## config.mk

```make
export PLATFORM = sky130hd
export DESIGN_NAME = adc_seq_ctrl
export DESIGN_NICKNAME = d
export VERILOG_FILES = /design/src/rtl/adc_seq_pkg.sv /design/src/rtl/adc_seq_gap.sv /design/src/rtl/adc_seq_ctrl.sv
export SDC_FILE = /design/constraint.sdc
export NUM_CORES = 1
export LEC_CHECK = 0
export ABC_AREA = 1
export BUFFER_PORTS_ARGS = -buffer_cell sky130_fd_sc_hd__buf_4
export CAP_MARGIN = 20
export CORE_MARGIN = 4
export CORE_UTILIZATION = 61
export CTS_BUF_LIST = sky130_fd_sc_hd__clkbuf_8
export CTS_CLUSTER_DIAMETER = 120
export DETAILED_ROUTE_END_ITERATION = 12
export PLACE_DENSITY_LB_ADDON = 0.12
export SYNTH_ARGS = -nofsm -noshare
export SYNTH_HDL_FRONTEND = slang
export SYNTH_SLANG_ARGS = --single-unit
```

## constraint.sdc

```tcl
create_clock -name clk -period 4.2 [get_ports clk]
set_input_delay 0.42 -clock clk [delete_from_list [all_inputs] [get_ports clk]]
set_output_delay 0.42 -clock clk [all_outputs]
set_load 0.005 [all_outputs]
```

## src/rtl/adc_seq_pkg.sv

```systemverilog
package adc_seq_pkg;

    typedef enum logic [3:0] {
        S_IDLE,
        S_CNV,
        S_BHI,
        S_BLO,
        S_RDL,
        S_RDH,
        S_WSU,
        S_WLO,
        S_WHD
    } seq_st_e;

    function automatic int max2(input int a, input int b);
        return (a > b) ? a : b;
    endfunction

endpackage

```

## src/rtl/adc_seq_gap.sv

```systemverilog
// Minimum-interval tracker: counts cycles since the last mark and
// saturates at N; ok_o is high once N cycles have elapsed.
module adc_seq_gap #(
    parameter int N = 16
) (
    input  logic clk,
    input  logic rst_n,
    input  logic mark_i,
    output logic ok_o
);
    localparam int W = $clog2(N + 2);
    localparam logic [W-1:0] LIM = W'(N);

    logic [W-1:0] cnt_d, cnt_q;

    always_comb begin
        cnt_d = cnt_q;
        if (mark_i)
            cnt_d = '0;
        else if (cnt_q != LIM)
            cnt_d = cnt_q + 1'b1;
    end

    always_ff @(posedge clk or negedge rst_n) begin
        if (!rst_n) cnt_q <= LIM;
        else        cnt_q <= cnt_d;
    end

    assign ok_o = (cnt_q == LIM);

    // the interval counter never runs past its limit
    p_gap_bound_r9: assert property (@(posedge clk) disable iff (!rst_n)
        cnt_q <= LIM);

endmodule

```

## src/rtl/adc_seq_ctrl.sv

```systemverilog
module adc_seq_ctrl
    import adc_seq_pkg::*;
#(
    parameter int DW       = 16,
    parameter int NWORDS   = 4,
    parameter int CHW      = (NWORDS > 1) ? $clog2(NWORDS) : 1,
    parameter int CONV_LOW = 3,
    parameter int BUSY_TO  = 6,
    parameter int RD_LOW   = 5,
    parameter int RD_HIGH  = 1,
    parameter int RELEASE  = 2,
    parameter int QUIET    = 15,
    parameter int ACQ      = 55,
    parameter int WR_SU    = 1,
    parameter int WR_LOW   = 2,
    parameter int WR_HD    = 1
) (
    input  logic           clk,
    input  logic           rst_n,
    input  logic           start_i,
    input  logic           cont_i,
    input  logic           wr_req_i,
    input  logic [DW-1:0]  wr_data_i,
    input  logic           adc_busy_i,
    input  logic [DW-1:0]  adc_db_i,
    output logic [DW-1:0]  adc_db_o,
    output logic           adc_db_oe_o,
    output logic           adc_cs_n_o,
    output logic           adc_rd_n_o,
    output logic           adc_wr_n_o,
    output logic           adc_cnv_n_o,
    output logic           word_valid_o,
    output logic [DW-1:0]  word_data_o,
    output logic [CHW-1:0] word_ch_o,
    output logic           done_o,
    output logic           busy_to_err_o
);
    localparam int MAXC = max2(max2(max2(CONV_LOW, BUSY_TO), max2(RD_LOW, RD_HIGH)),
                               max2(max2(WR_SU, WR_LOW), WR_HD));
    localparam int CW = $clog2(MAXC + 1);

    localparam logic [CW-1:0]  C_CNV  = CW'(CONV_LOW - 1);
    localparam logic [CW-1:0]  C_BTO  = CW'(BUSY_TO - 1);
    localparam logic [CW-1:0]  C_RDL  = CW'(RD_LOW - 1);
    localparam logic [CW-1:0]  C_RDH  = CW'(RD_HIGH - 1);
    localparam logic [CW-1:0]  C_WSU  = CW'(WR_SU - 1);
    localparam logic [CW-1:0]  C_WLO  = CW'(WR_LOW - 1);
    localparam logic [CW-1:0]  C_WHD  = CW'(WR_HD - 1);
    localparam logic [CHW-1:0] LAST_W = CHW'(NWORDS - 1);

    typedef struct packed {
        seq_st_e        st;
        logic [CW-1:0]  cnt;
        logic [CHW-1:0] idx;
        logic           conv_pend;
        logic           wr_pend;
        logic [DW-1:0]  wr_word;
        logic           cnv_n;
        logic           cs_n;
        logic           rd_n;
        logic           wr_n;
        logic           oe;
        logic [DW-1:0]  dout;
        logic           valid;
        logic [DW-1:0]  word;
        logic [CHW-1:0] ch;
        logic           done;
        logic           err;
    } seq_regs_t;

    seq_regs_t r_d, r_q;
    logic      mark_quiet_d, mark_acq_d;
    logic      quiet_ok, acq_ok;

    adc_seq_gap #(.N(RELEASE + QUIET)) u_quiet (
        .clk(clk), .rst_n(rst_n), .mark_i(mark_quiet_d), .ok_o(quiet_ok)
    );

    adc_seq_gap #(.N(ACQ)) u_acq (
        .clk(clk), .rst_n(rst_n), .mark_i(mark_acq_d), .ok_o(acq_ok)
    );

    always_comb begin
        r_d          = r_q;
        r_d.valid    = 1'b0;
        r_d.done     = 1'b0;
        r_d.err      = 1'b0;
        mark_quiet_d = 1'b0;
        mark_acq_d   = 1'b0;

        unique case (r_q.st)
            S_IDLE: begin
                if (r_q.wr_pend) begin
                    r_d.st      = S_WSU;
                    r_d.wr_pend = 1'b0;
                    r_d.cs_n    = 1'b0;
                    r_d.oe      = 1'b1;
                    r_d.dout    = r_q.wr_word;
                    r_d.cnt     = '0;
                end else if ((r_q.conv_pend || cont_i) && quiet_ok && acq_ok) begin
                    r_d.st        = S_CNV;
                    r_d.conv_pend = 1'b0;
                    r_d.cnv_n     = 1'b0;
                    r_d.cnt       = '0;
                end
            end
            S_CNV: begin
                if (r_q.cnt == C_CNV) begin
                    r_d.cnv_n = 1'b1;
                    r_d.st    = S_BHI;
                    r_d.cnt   = '0;
                end else begin
                    r_d.cnt = r_q.cnt + 1'b1;
                end
            end
            S_BHI: begin
                if (adc_busy_i) begin
                    r_d.st = S_BLO;
                end else if (r_q.cnt == C_BTO) begin
                    r_d.err = 1'b1;
                    r_d.st  = S_IDLE;
                end else begin
                    r_d.cnt = r_q.cnt + 1'b1;
                end
            end
            S_BLO: begin
                if (!adc_busy_i) begin
                    mark_acq_d = 1'b1;
                    r_d.st     = S_RDL;
                    r_d.cs_n   = 1'b0;
                    r_d.rd_n   = 1'b0;
                    r_d.cnt    = '0;
                    r_d.idx    = '0;
                end
            end
            S_RDL: begin
                if (r_q.cnt == C_RDL) begin
                    r_d.rd_n  = 1'b1;
                    r_d.valid = 1'b1;
                    r_d.word  = adc_db_i;
                    r_d.ch    = r_q.idx;
                    r_d.st    = S_RDH;
                    r_d.cnt   = '0;
                    mark_quiet_d = (r_q.idx == LAST_W);
                end else begin
                    r_d.cnt = r_q.cnt + 1'b1;
                end
            end
            S_RDH: begin
                if (r_q.cnt == C_RDH) begin
                    r_d.cnt = '0;
                    if (r_q.idx == LAST_W) begin
                        r_d.cs_n = 1'b1;
                        r_d.done = 1'b1;
                        r_d.st   = S_IDLE;
                    end else begin
                        r_d.idx  = r_q.idx + 1'b1;
                        r_d.rd_n = 1'b0;
                        r_d.st   = S_RDL;
                    end
                end else begin
                    r_d.cnt = r_q.cnt + 1'b1;
                end
            end
            S_WSU: begin
                if (r_q.cnt == C_WSU) begin
                    r_d.wr_n = 1'b0;
                    r_d.st   = S_WLO;
                    r_d.cnt  = '0;
                end else begin
                    r_d.cnt = r_q.cnt + 1'b1;
                end
            end
            S_WLO: begin
                if (r_q.cnt == C_WLO) begin
                    r_d.wr_n = 1'b1;
                    r_d.st   = S_WHD;
                    r_d.cnt  = '0;
                end else begin
                    r_d.cnt = r_q.cnt + 1'b1;
                end
            end
            S_WHD: begin
                if (r_q.cnt == C_WHD) begin
                    r_d.cs_n = 1'b1;
                    r_d.oe   = 1'b0;
                    r_d.st   = S_IDLE;
                    r_d.cnt  = '0;
                end else begin
                    r_d.cnt = r_q.cnt + 1'b1;
                end
            end
            default: r_d.st = S_IDLE;
        endcase

        // Requests are captured after the case so a request arriving in
        // the cycle its predecessor is consumed is not lost.
        if (start_i) r_d.conv_pend = 1'b1;
        if (wr_req_i) begin
            r_d.wr_pend = 1'b1;
            r_d.wr_word = wr_data_i;
        end
    end

    always_ff @(posedge clk or negedge rst_n) begin
        if (!rst_n) begin
            r_q       <= '0;
            r_q.st    <= S_IDLE;
            r_q.cnv_n <= 1'b1;
            r_q.cs_n  <= 1'b1;
            r_q.rd_n  <= 1'b1;
            r_q.wr_n  <= 1'b1;
        end else begin
            r_q <= r_d;
        end
    end

    assign adc_db_o      = r_q.dout;
    assign adc_db_oe_o   = r_q.oe;
    assign adc_cs_n_o    = r_q.cs_n;
    assign adc_rd_n_o    = r_q.rd_n;
    assign adc_wr_n_o    = r_q.wr_n;
    assign adc_cnv_n_o   = r_q.cnv_n;
    assign word_valid_o  = r_q.valid;
    assign word_data_o   = r_q.word;
    assign word_ch_o     = r_q.ch;
    assign done_o        = r_q.done;
    assign busy_to_err_o = r_q.err;

    p_rd_in_cs_r6: assert property (@(posedge clk) disable iff (!rst_n)
        !adc_rd_n_o |-> !adc_cs_n_o);

    p_valid_pulse_r7: assert property (@(posedge clk) disable iff (!rst_n)
        word_valid_o |=> !word_valid_o);

    p_ch_range_r7: assert property (@(posedge clk) disable iff (!rst_n)
        word_valid_o |-> (word_ch_o <= LAST_W));

    p_err_pulse_r3: assert property (@(posedge clk) disable iff (!rst_n)
        busy_to_err_o |=> !busy_to_err_o);

    p_wr_bus_r11: assert property (@(posedge clk) disable iff (!rst_n)
        !adc_wr_n_o |-> (adc_db_oe_o && !adc_cs_n_o && adc_rd_n_o));

    p_cnv_gate_r9: assert property (@(posedge clk) disable iff (!rst_n)
        $fell(adc_cnv_n_o) |-> (quiet_ok && acq_ok && !adc_db_oe_o));

endmodule

```

==> Word-level counts from Yosys, hierarchy flattened <==
Index checks and enable logic that the tools add are counted.
{ "totals": {"ff_bits": 80, "inputBits": 38} }
{ "classes": {"n_reduce_logical": 29, "mux": 60, "eq_ne": 34, "addsub": 4} }
{ "ops": {"columns": ["op", "n"], "rows": [
  ["19-bit 2-to-1 mux", 2],
  ["4-bit case mux with 9 select lines", 1],
  ["17-bit 2-to-1 mux", 2],
  ["4-bit 2-to-1 mux", 8],
  ["2-bit inequality test (second input constant)", 15],
  ["1-bit 2-to-1 mux", 21],
  ["3-bit 2-to-1 mux", 7],
  ["3-bit case mux with 7 select lines", 1],
  ["2-bit nonzero test", 9],
  ["4-bit by 3-bit == test with 1-bit output (second input constant)", 4],
  ["7-bit 2-to-1 mux", 2],
  ["6-bit 2-to-1 mux", 2],
  ["2-bit 2-to-1 mux", 5],
  ["5-bit 2-to-1 mux", 2],
  ["5-bit AND reduction", 2],
  ["9-bit 2-to-1 mux", 1],
  ["3-bit AND reduction", 3],
  ["9-bit AND reduction", 1],
  ["4-bit by 2-bit == test with 1-bit output (second input constant)", 2],
  ["4-bit AND reduction", 2],
  ["7-bit nonzero test", 1],
  ["6-bit by 1-bit adder with 6-bit output (second input constant)", 1],
  ["3-bit == test (second input constant)", 2],
  ["6-bit == test (second input constant)", 1],
  ["25 further kinds", 30]
]} }

==> Depth between registers and ports, before layout <==
Gate-level depths: netlist of run 1.
{ "depth": {"ltp_word": 7, "ltp_mapped": 11} }

==> Cells and area by module <==
From an unflattened synthesis of run 1, not the netlist that was laid out.
{ "unflattened": {"hier_cells": 473, "area_unflattened_um2": 4015.1} }
{ "by_module_without_submodules": {"columns": ["module", "instances", "seq_area_each_um2", "area_each_um2", "cells_each"], "rows": [
  ["adc_seq_ctrl", 1, 1731.7, 3407.0, 399],
  ["adc_seq_gap at u_acq", 1, 156.4, 314.1, 36],
  ["adc_seq_gap at u_quiet", 1, 127.6, 294.0, 38]
]} }

==> Worst setup path after synthesis of run 1 <==
OpenSTA, ideal clock, no wires.
{ "synth_path": {"path_kind": "register to register", "startpoint": "register u_acq.cnt_q[0]", "endpoint": "register r_q[63] in the netlist's numbering", "path_slack_ps": 2637, "stages_incl_launch_ff": 9, "arrival_time_ps": 1443, "required_time_ps": 4080, "cell_sequence": "dfstp_2 ha_1 nand3_1 nor2_1 nand3_1 nand2_1 nand2_2 o21ai_0 nand2_1"} }
{ "synth_via": {"elab_chain_cells": 4} }
{ "synth_lines": {"columns": ["item", "line_no", "text"], "rows": [
  ["start: declaration", "adc_seq_gap.sv:14", "logic [W-1:0] cnt_d, cnt_q;"],
  ["start signal: assignment", "adc_seq_gap.sv:26", "else cnt_q <= cnt_d;"],
  ["6-bit == test", "adc_seq_gap.sv:29", "assign ok_o = (cnt_q == LIM);"],
  ["1-bit logical AND", "adc_seq_ctrl.sv:100", "end else if ((r_q.conv_pend || cont_i) && quiet_ok && acq_ok) begin"],
  ["3-bit inequality test (no line)", null, null],
  ["5-bit AND reduction (no line)", null, null],
  ["end signal: assignment", "adc_seq_ctrl.sv:214", "r_q <= r_d;"],
  ["end: declaration", "adc_seq_ctrl.sv:71", "seq_regs_t r_d, r_q;"]
]} }
Every way passes these cells.
A chain may end at the register's enable or synchronous reset.

==> Final worst setup path of run 1 <==
{ "layout_path": {"startpoint": "register r_q[68] in the netlist's numbering", "endpoint": "register r_q (netlist bit adc_db_o[14])"} }
{ "layout_via": {"elab_chain_cells": 2} }
{ "layout_lines": {"columns": ["item", "line_no", "text"], "rows": [
  ["4-bit zero test", "adc_seq_ctrl.sv:91", "unique case (r_q.st)"],
  ["2-bit AND reduction (no line)", null, null]
]} }
Every way passes these cells.

==> Implementation_results.wiki, run 1 <==
{| class="wikitable"
! Metric !! Value
|-
| Worst path bufs/invs || 2
|-
| CTS tree || done
|-
| Number of buffers inserted by hold repair at cts || 0
|-
| Port buffer count || slightly below 80
|-
| Core area || approximately 6300 sq um
|-
| Final worst path period share || a little under half
|-
| Number of DRC violations after detailed-routing iteration 0 || 173
|-
| Final Hold Viols || 0
|-
| Gpl congestion || 0.9696
|-
| Setup TNS || 0 ps
|-
| Hold WS || 195.7 ps
|-
| Cell type with the highest aggregate area in the netlist || sky130_fd_sc_hd__dfrtp_1
|-
| Nets@finish || between 500 and 600
|-
| Fraction of final layout cells sized beyond drive strength 1 || between 20% and 30%
|-
| Most repeated cell in the gate-level netlist after synthesis || sky130_fd_sc_hd__nand2_1
|-
| Worst setup path category || register to register
|-
| Top cells by area in the synthesized netlist || sky130_fd_sc_hd__dfrtp_1, sky130_fd_sc_hd__nand2_1, sky130_fd_sc_hd__dfstp_2
|-
| Post-CTS setup buffer count || 0
|-
| Die outline height || a little under 90 microns
|-
| Actual slew at the worst max-slew pin || 980.9 ps
|-
| Tightest slew margin relative to the limit || 34.61%
|-
| Post-DRT Antenna Nets || 0
|-
| Cell-by-cell listing of the critical path || nor2_1, nand2_1, inv_1, nand2_1, inv_2, nand2_1, nand2_1
|-
| Antenna violations before repair || 0
|-
| Top cell type's share of synthesized area || between 40% and 50%
|-
| Post-DR wirelength/cell || about 13 microns
|-
| Setup repair after global routing missed its margin || false
|-
| Deepest clock path buffer count || 2
|-
| Leading post-synthesis cells by instance count || sky130_fd_sc_hd__nand2_1, sky130_fd_sc_hd__dfrtp_1, sky130_fd_sc_hd__buf_4, sky130_fd_sc_hd__inv_1
|-
| Total track usage || a little over a fifth
|-
| Cell chosen for the clock root || sky130_fd_sc_hd__clkbuf_8
|-
| Diode count || 0
|-
| Static leakage power || 0.002420 uW
|-
| Worst-case clock skew || roughly 9.4 ps
|-
| Crit path capture type || register
|-
| Result of the run || completed
|-
| Highest net fanout along the worst path || 20
|-
| Maximum clock frequency || ~500 MHz
|-
| Number of levels the H-tree was split into || 3
|-
| Reg clk slew, reported paths || around 80 ps
|-
| Top-Level Pins || 80
|-
| First-pass iteration count of the detailed router || 4
|-
| Critical path required time || between 4000 and 5000 ps
|-
| Maximum number of pins on one net before global-route repair || 81
|-
| Flip-flop and latch count after synthesis || 80
|-
| Final critical-path required period || between 2000 and 2500 ps
|-
| Average vias per placed instance || between 5 and 6
|-
| Total clock buffers created by CTS || 9
|-
| Die Area || ~8000 sq um
|-
| Max-cap violations || 0
|-
| Count of flip-flops with a built-in enable after synthesis || 0
|-
| Die Wd || 88.52 microns
|-
| Type of the most critical hold path || primary input to asynchronous set/reset pin
|-
| Clock Latency Late Sink || 370 ps
|-
| Area added between synthesis and finish || 15.25%
|-
| VDD IR-drop max || between 0.3 and 0.4 mV
|-
| Final count of pins violating max slew || 0
|-
| Post-synth design cell area || approximately 4000 sq um
|-
| Drt total wl || approximately 8000 microns
|-
| Critical path's largest stage delay || about 440 ps
|-
| Instance count of the mapped netlist || between 400 and 500
|-
| Count of yosys warnings during synthesis || 0
|-
| Post-CTS sizing || 0
|-
| Initial core utilization || a little over three fifths
|-
| Vias after detailed routing || 3,087
|-
| Synthesized area divided by synthesized cell count || a little over 8 sq um
|-
| Highest-delay cell along the critical path || sky130_fd_sc_hd__dfrtp_1
|-
| Top Family by Delay on Critical Path || simple AND/OR/NAND/NOR gates
|-
| PD cells || 699.4 nW/um^2
|-
| Seq/Total Area, Yosys || about half
|-
| Worst setup SP type || register
|-
| Post-route DRC || 0
|-
| Data arrival time at the worst-slack endpoint || approximately 2300 ps
|-
| Endpoints failing setup || 0
|-
| Sinks on the clock net || 80
|-
| Dominant register cell in the synthesized netlist || sky130_fd_sc_hd__dfrtp_1
|-
| Overflow left after global routing || 0
|-
| Number of global-route vias before repair || between 3,000 and 4,000
|-
| Async S/R FF share, synth || 100.0%
|-
| Number of rows in the core area || 29
|-
| Netlist cell types || 31
|-
| Post-synth net total || roughly 530
|-
| DPL Wire Length || 5918 microns
|-
| CP dominant cell by count || sky130_fd_sc_hd__nand2_1
|-
| Wire length of the first global-routing pass || roughly 13,000 microns
|}
==> cell type report <==
class                           instances  area (sq um)
Clock buffer                            9         123.9
Clock inverter                          7         106.4
Fill cell                             542          1755
Inverter                               37         138.9
Multi-Input combinational cell        320          1484
Sequential cell                        80          2016
Tap cell                               77         96.34
Timing Repair Buffer                   79         593.1
==> cell usage in the layout (no fill, tap or decap), drive strengths merged <==
| master | n |
|---|---|
| clkinv | 1 |
| o21bai | 3 |
| a21oi | 6 |
| clkbuf | 9 |
| dfrtp | 69 |
| nand3 | 25 |
| nand4 | 3 |
| buf | 79 |
| nor2 | 34 |
| nor3 | 3 |
| xor2 | 5 |
| inv | 41 |
| o21ai | 17 |
| or2 | 3 |
| ha | 8 |
| o31ai | 1 |
| o211ai | 1 |
| xnor2 | 1 |
| nand2 | 206 |
| a31oi | 1 |
| a211oi | 1 |
| dfstp | 11 |
| bufinv | 2 |
| nand3b | 2 |
==> metrics by stage <==
step           utilization, %  worst slack (ps)  instance area [sq um]  cells  total power (uW)
2_1_floorplan               -              2637                   3955    480              2252
3_3_place_gp            68.55              2327                   4328    593              2510
3_5_place_dp            68.55              2213                   4328    593              2553
4_1_cts                 72.20              2203                   4558    609              3213
5_1_grt                 72.20              2025                   4558    609              3456
6_report                72.20              2195                   4558    609              3188
==> flip-flops by register name (all words and copies together) (netlist names) <==
register	cells
r_q	27
adc_db_o	16
word_data_o	16
u_acq.cnt_q	6
u_quiet.cnt_q	5
word_ch_o	2
adc_cnv_n_o	1
adc_cs_n_o	1
adc_db_oe_o	1
adc_rd_n_o	1
adc_wr_n_o	1
busy_to_err_o	1
done_o	1
word_valid_o	1
==> cell families (layout without fill, tap and decap cells) <==
kind of cell,Yosys count,in the layout,share of synthesized area (%)
adders and majority gates,8,8,2.531
AOI/OAI and AO/OA,30,30,4.619
buffers and inverters,80,132,11.52
DFF,80,80,50.97
and+or+nand+nor,276,276,29.04
xor gates and xnor gates,6,6,1.329
==> path summary, 6_finish.rpt <==
check                          startpoint  cells after the start  slack, ps             end
max reg2reg                       r_q[68]                      7       2190    adc_db_o[14]
min in group clk                  start_i                      3        240         r_q[59]
min                                 rst_n                      1        200   busy_to_err_o
max in group asynchronous           rst_n                      1       3360         r_q[67]
max                               r_q[68]                      7       2190    adc_db_o[14]
min reg2reg                word_data_o[1]                      2        480  word_data_o[1]
==> power breakdown <==
| part | internal [uW] | switching (uW) |
|---|---|---|
| registers | 1080 | 200 |
| logic | 545 | 714 |
| clock network | 347 | 305 |
| total | 1970 | 1220 |
==> metal layers <==
metal  track usage (%)  up-vias  share of wire [%]  routed length, microns
met3             4.842       14                6.7                     535
met5                 0        -                  0                       0
met4             10.30        0                2.1                     169
met1             28.84     1443                 43                    3473
met2             34.94       80                 48                    3858
li1                  -     1550                  -                       -
==> worst register-to-register path, cell delays in order (launching register included) <==
cell and delay (ps):
sky130_fd_sc_hd__dfrtp_1 440, sky130_fd_sc_hd__nor2_1 310, sky130_fd_sc_hd__nand2_1 150, sky130_fd_sc_hd__inv_1 70, sky130_fd_sc_hd__nand2_1 380, sky130_fd_sc_hd__inv_2 410, sky130_fd_sc_hd__nand2_1 110, sky130_fd_sc_hd__nand2_1 70
No activity file was read; power rests on OpenSTA's default activity.
==> run 2, diff against run 1 <==
- CORE_UTILIZATION: 61 -> 57
- clock period: 4.2 -> 1.9 ns (I/O delays scaled with it)
==> run 2 against run 1 <==
Effect of this change:
- clock skew rose by 4.5 ps
- final area up 1.1%
- largest cell class unchanged
- highest routed layer unchanged
- critical path type unchanged
- critical endpoint is now r_q[66]
- sequential cell count stayed put
==> Implementation_results.wiki, run 2 (synthesis results as in run 1) <==
{| class="wikitable"
! Metric !! Value
|-
| Setup repair after global routing missed its margin || false
|-
| Nets@finish || around 580
|-
| Overflow left after global routing || 0
|-
| Average vias per placed instance || 5.085
|-
| Critical path required time || between 2000 and 2500 ps
|-
| Initial core utilization || between 50% and 60%
|-
| Type of the most critical hold path || primary input to register
|-
| Flip-flop count of the largest register after layout || 27
|-
| Clock Latency Late Sink || about 340 ps
|-
| Post-DR wirelength/cell || around 13 microns
|-
| Die Area || 8336 sq um
|-
| Met2 wire len || 4092 microns
|-
| Reg clk slew, reported paths || 90 ps
|-
| Die outline height || 91.30 microns
|-
| Drt total wl || 8340 microns
|-
| Data arrival time at the worst-slack endpoint || slightly above 2000 ps
|-
| Reg-to-reg startpoint || u_acq.cnt_q[0]
|-
| Area added between synthesis and finish || 16.55%
|-
| VDD IR-drop max || between 0.6 and 0.7 mV
|-
| Diode count || 0
|-
| Cell depth of the worst min-delay path || 3
|-
| Actual slew at the worst max-slew pin || ~460 ps
|-
| Final critical-path required period || 1749 ps
|-
| Number of global-route vias before repair || around 3,000
|-
| Topmost layer with routed signal wires || met4
|-
| Post-route DRC || 0
|-
| Static leakage power || 0.002443 uW
|-
| Worst setup SP type || register
|-
| First-pass iteration count of the detailed router || 5
|-
| Die Wd || 91.30 microns
|-
| PD cells || between 1000 and 1500 nW/um^2
|-
| Sum of routed wire segments on met1 || about 3700 microns
|-
| Sinks on the clock net || 80
|-
| Highest-count cells in the layout ignoring fill and taps || sky130_fd_sc_hd__nand2_1, sky130_fd_sc_hd__buf_4, sky130_fd_sc_hd__dfrtp_1
|-
| Tightest slew margin relative to the limit || between 60 and 70%
|-
| Slack of the worst reg-to-reg path || about 150 ps
|-
| Post-CTS setup buffer count || 0
|-
| Result of the run || completed
|-
| Gpl congestion || between 0.9 and 1
|-
| Core area || a little under 7000 sq um
|-
| Final worst path period share || between 90% and 100%
|-
| Maximum number of pins on one net before global-route repair || 50
|-
| Fraction of final layout cells sized beyond drive strength 1 || between 20% and 30%
|-
| Highest net fanout along the worst path || 6
|-
| Top-Level Pins || 80
|-
| CTS tree || done
|-
| Antenna violations before repair || 0
|-
| Cell chosen for the clock root || sky130_fd_sc_hd__clkbuf_8
|-
| Max-cap violations || 0
|-
| Register with the most flip-flops || r_q
|-
| Total clock buffers created by CTS || 9
|-
| Commonest non-fill, non-tap cell in the layout || sky130_fd_sc_hd__nand2_1
|-
| Crit path capture type || register
|-
| Cell-by-cell listing of the critical path || ha_1, nand3_1, nor2_2, nand3_1, nand2_1, nand2_2, inv_1, nand3_1, nand2_1
|-
| Total track usage || 20.78%
|-
| Final Hold Viols || 0
|-
| Final count of pins violating max slew || 0
|-
| Worst setup path category || register to register
|-
| Setup Slack @ Placement || 148.2 ps
|-
| Number of DRC violations after detailed-routing iteration 0 || 122
|-
| Worst r2r dst || r_q[66]
|-
| Fin worst setup slack || approximately 150 ps
|-
| Number of rows in the core area || 30
|-
| CP dominant cell by count || sky130_fd_sc_hd__nand3_1
|-
| Depth of the worst register-to-register path || 9
|-
| CP Capture Point || r_q[66]
|-
| Post-DRT Antenna Nets || 0
|-
| Critical path's largest stage delay || about 570 ps
|-
| Number of levels the H-tree was split into || 3
|-
| Deepest clock path buffer count || 2
|-
| Maximum clock frequency || 571.7 MHz
|-
| Setup TNS || 0 ps
|-
| DPL Wire Length || 6253 microns
|-
| Worst-case clock skew || 13.84 ps
|-
| Port buffer count || 79
|-
| Endpoints failing setup || 0
|-
| Worst setup path startpoint || u_acq.cnt_q[0]
|-
| Highest-delay cell along the critical path || sky130_fd_sc_hd__dfstp_2
|-
| Met3 Wirelength || ~440 microns
|-
| Vias after detailed routing || 3,158
|-
| Wire length of the first global-routing pass || around 14,000 microns
|}
run 2: area by class of cell:
| type | instances | area [sq um] |
|---|---|---|
| timing repair buffer | 88 | 675.6 |
| fill | 587 | 2147 |
| inverter | 37 | 138.9 |
| multi-input combinational | 320 | 1491 |
| sequential | 80 | 2016 |
| clock buffer | 10 | 137.6 |
| tap | 80 | 100.1 |
| clock inverter | 6 | 50.05 |
run 2: metrics by stage:
stage | hold slack, ps | util (%) | instance area [sq um] | total power, uW | cells
2_1_floorplan | -105.6 | - | 3955 | 4978 | 480
3_3_place_gp | 151.3 | 65.19 | 4404 | 5686 | 604
3_5_place_dp | 158.7 | 65.19 | 4404 | 5751 | 604
4_1_cts | 27.09 | 68.11 | 4602 | 6938 | 621
5_1_grt | 29.05 | 68.22 | 4609 | 7494 | 621
6_report | 36.95 | 68.22 | 4609 | 6912 | 621
run 2: timing repair:
action,CTS,global route
resized for setup,0,2
endpoints found under the hold margin,25,0
hold buffers,1,0
setup endpoints to repair,0,3
run 2: worst min-delay path by stage:
| stage | slack, ps | start | to |
|---|---|---|---|
| after floorplan | -110 | rst_n | adc_db_o[0] |
| after global placement | 150 | rst_n | u_acq.cnt_q[3] |
| after detailed placement | 160 | rst_n | u_acq.cnt_q[3] |
| after CTS | 30 | wr_data_i[10] | r_q[52] |
| after global routing | 30 | wr_data_i[10] | r_q[52] |
| final | 40 | wr_data_i[10] | r_q[52] |
run 2: routing by layer:
layer  vias to the layer above  track usage (%)
li1                       1567                -
met1                      1485            28.70
met2                        91            33.17
met3                        15            3.977
met4                         0            6.784
met5                         -                0
run 2: critical path: cells and delay by family (launching register included):
kind                     cells  cell delay, ps
adder cells (fa/ha/maj)      1             220
buffers and inverters        1             120
flip-flops                   1             570
AND/OR/NAND/NOR              7             780
run 2: power by group:
group / switching [uW] / internal (uW)
sequential: 434 / 2380
clock: 654 / 527
combinational: 1640 / 1280
total: 2730 / 4180
==> run 3, diff against run 2 <==
- RECOVER_POWER: unset -> 100
==> run 3 against run 2 <==
Effect of this change:
- sequential share of layout area up 0.53 points
- via count about the same
- combinational power down 4%
- wire length decreased by 0.25%
- non-clock buffer count is the same
- cell count unchanged
- count of clock-buffer cells in the layout stayed put
- global-route usage unchanged
- setup slack better by 24 ps
- register-to-register slack gained 20 ps
- power fell by 1.9%
- largest power group is now sequential cells
==> Implementation_results.wiki, run 3 (synthesis results as in run 1) <==
{| class="wikitable"
! Metric !! Value
|-
| Final worst path period share || roughly nine tenths
|-
| Clock Latency Late Sink || 340 ps
|-
| Die Area || roughly 8300 sq um
|-
| Nets@finish || 582
|-
| Type of the most critical hold path || primary input to register
|-
| Final Hold Viols || 0
|-
| Post-route DRC || 0
|-
| Wire length of the first global-routing pass || around 14,000 microns
|-
| Total track usage || about 21%
|-
| Top-Level Pins || 80
|-
| Worst setup SP type || register
|-
| Reg-to-reg startpoint || u_acq.cnt_q[0]
|-
| Critical path's largest stage delay || 570 ps
|-
| Setup Slack @ Placement || approximately 150 ps
|-
| Die outline height || ~90 microns
|-
| First-pass iteration count of the detailed router || 4
|-
| Maximum number of pins on one net before global-route repair || 50
|-
| Met1 usage in global routing || around 29%
|-
| Switching power total || between 2000 and 3000 uW
|-
| Gpl congestion || around 0.99
|-
| Antenna violations before repair || 0
|-
| GRT met3 Usage || around 4.0%
|-
| Tightest slew margin relative to the limit || 44.04%
|-
| Setup TNS || 0 ps
|-
| Actual slew at the worst max-slew pin || around 840 ps
|-
| Critical path required time || roughly 2100 ps
|-
| Most congested layer reported by global routing || met2
|-
| Flip-flop count of the largest register after layout || 27
|-
| PD cells || around 1500 nW/um^2
|-
| Setup repair after global routing missed its margin || false
|-
| Slack of the worst reg-to-reg path || about 180 ps
|-
| Worst r2r dst || r_q[62]
|-
| DPL Wire Length || around 6300 microns
|-
| Post-CTS setup buffer count || 0
|-
| Total clock buffers created by CTS || 9
|-
| Number of DRC violations after detailed-routing iteration 0 || approximately 160
|-
| Post-DRT Antenna Nets || 0
|-
| Fraction of final layout cells sized beyond drive strength 1 || a little under a quarter
|-
| CTS tree || done
|-
| Switching portion of total power || around 40%
|-
| Deepest clock path buffer count || 2
|-
| Drt total wl || just over 8000 microns
|-
| Fin worst setup slack || 175.3 ps
|-
| Final critical-path required period || 1725 ps
|-
| Cell-by-cell listing of the critical path || ha_1, nand3_1, nor2_2, nand3_1, nand2_1, nand2_2, nor2_2, o21ai_1
|-
| Post-DR wirelength/cell || between 10 and 15 microns
|-
| Average vias per placed instance || 5.087
|-
| Commonest non-fill, non-tap cell in the layout || sky130_fd_sc_hd__nand2_1
|-
| Global-route met2 utilization || 33.17%
|-
| Overflow left after global routing || 0
|-
| Result of the run || completed
|-
| Number of global-route vias before repair || 3,039
|-
| Static leakage power || 0.002412 uW
|-
| Initial core utilization || 58.54%
|-
| Data arrival time at the worst-slack endpoint || 1960 ps
|-
| Cell depth of the worst min-delay path || 3
|-
| Maximum clock frequency || roughly 580 MHz
|-
| Crit path capture type || register
|-
| Depth of the worst register-to-register path || 8
|-
| Vias after detailed routing || 3,159
|-
| Reg clk slew, reported paths || about 90 ps
|-
| Diode count || 0
|-
| Design internal power || a little over 4000 uW
|-
| Core area || a little under 7000 sq um
|-
| Worst setup path category || register to register
|-
| Startpoint of the worst hold path || wr_data_i[10]
|-
| Highest-delay cell along the critical path || sky130_fd_sc_hd__dfstp_2
|-
| Highest-count cells in the layout ignoring fill and taps || sky130_fd_sc_hd__nand2_1, sky130_fd_sc_hd__dfrtp_1, sky130_fd_sc_hd__buf_4
|-
| Part of the total power dissipated in combinational logic || between 40% and 50%
|-
| Max-cap violations || 0
|-
| Area added between synthesis and finish || 15.15%
|-
| Port buffer count || 79
|-
| Clk pwr share || about 17%
|-
| Number of rows in the core area || 30
|-
| Worst-case clock skew || ~13 ps
|-
| Register with the most flip-flops || r_q
|-
| Flop pwr share || 41.3%
|-
| Worst hold path endpoint || r_q[52]
|-
| Die Wd || 91.30 microns
|-
| Cell chosen for the clock root || sky130_fd_sc_hd__clkbuf_8
|-
| Number of levels the H-tree was split into || 3
|-
| Highest net fanout along the worst path || 6
|-
| VDD IR-drop max || about 0.68 mV
|-
| Endpoints failing setup || 0
|-
| Sinks on the clock net || 80
|-
| Final count of pins violating max slew || 0
|}
## run 3: cell types whose count changed in the layout (fill, tap and decap cells not counted), moves of 2 or more
cell | previous run | this run
sky130_fd_sc_hd__buf_4 | 86 | 42
sky130_fd_sc_hd__clkbuf_1 | 0 | 5
sky130_fd_sc_hd__clkbuf_2 | 0 | 2
sky130_fd_sc_hd__clkbuf_4 | 0 | 37
sky130_fd_sc_hd__dfstp_1 | 0 | 3
sky130_fd_sc_hd__dfstp_2 | 11 | 8
sky130_fd_sc_hd__nor2_1 | 24 | 27
sky130_fd_sc_hd__nor2_4 | 5 | 3
sky130_fd_sc_hd__o21ai_0 | 11 | 15
sky130_fd_sc_hd__o21ai_1 | 6 | 2
## run 3: final cells by class
cell class / count / area, sq um
Fill cell: 597 / 2202
Multi-Input combinational cell: 320 / 1460
Clock inverter: 6 / 50.05
Tap cell: 80 / 100.1
Timing Repair Buffer: 88 / 651.9
Clock buffer: 10 / 137.6
Sequential cell: 80 / 2016
Inverter: 37 / 138.9
## run 3: metal layers
layer,up-vias,part of all wire (%)
li1,1568,-
met1,1495,45
met2,85,49
met3,11,4.8
met4,0,1.0
met5,-,0
## run 3: how the worst max path moves through the flow
stage | startpoint | endpoint | slack (ps)
finish | u_acq.cnt_q[0] | r_q[62] | 180
detailed placement | u_acq.cnt_q[0] | r_q[62] | 150
floorplan | u_acq.cnt_q[0] | r_q[63] | 340
CTS | u_acq.cnt_q[0] | r_q[62] | 160
global route | r_q[67] | u_quiet.cnt_q[3] | 20
global placement | u_acq.cnt_q[0] | r_q[62] | 200
## run 3: power by group through the flow
stage / clock [uW] / sequential (uW) / combinational [uW]
after floorplan: 0 / 2740 / 2240
after global placement: 0 / 2810 / 2880
after detailed placement: 0 / 2830 / 2920
after CTS: 1210 / 2810 / 2920
after global routing: 1280 / 2880 / 3200
final: 1180 / 2800 / 2800
## run 3: repair_timing
action	CTS	global route
setup endpoints to repair	0	3
endpoints found under the hold margin	25	0
hold buffers	1	0
resized for setup	0	2
## run 3: critical path, delay by kind of cell, from the launching register on
family | cells | cell delay (ps)
adder cells (fa/ha/maj) | 1 | 220
AO/OA/AOI/OAI | 1 | 80
flip-flops | 1 | 570
AND/OR/NAND/NOR | 6 | 740
## run 3: through the flow
stage                     hold slack [ps]  utilization (%)  area, sq um  std cells  total power (uW)
after floorplan                    -105.6                -         3955        480              4978
after global placement              151.3            65.19         4404        604              5686
after detailed placement            158.7            65.19         4404        604              5751
after CTS                           27.09            68.11         4602        621              6938
after global routing                29.05            67.41         4554        621              7359
final                               37.30            67.41         4554        621              6782
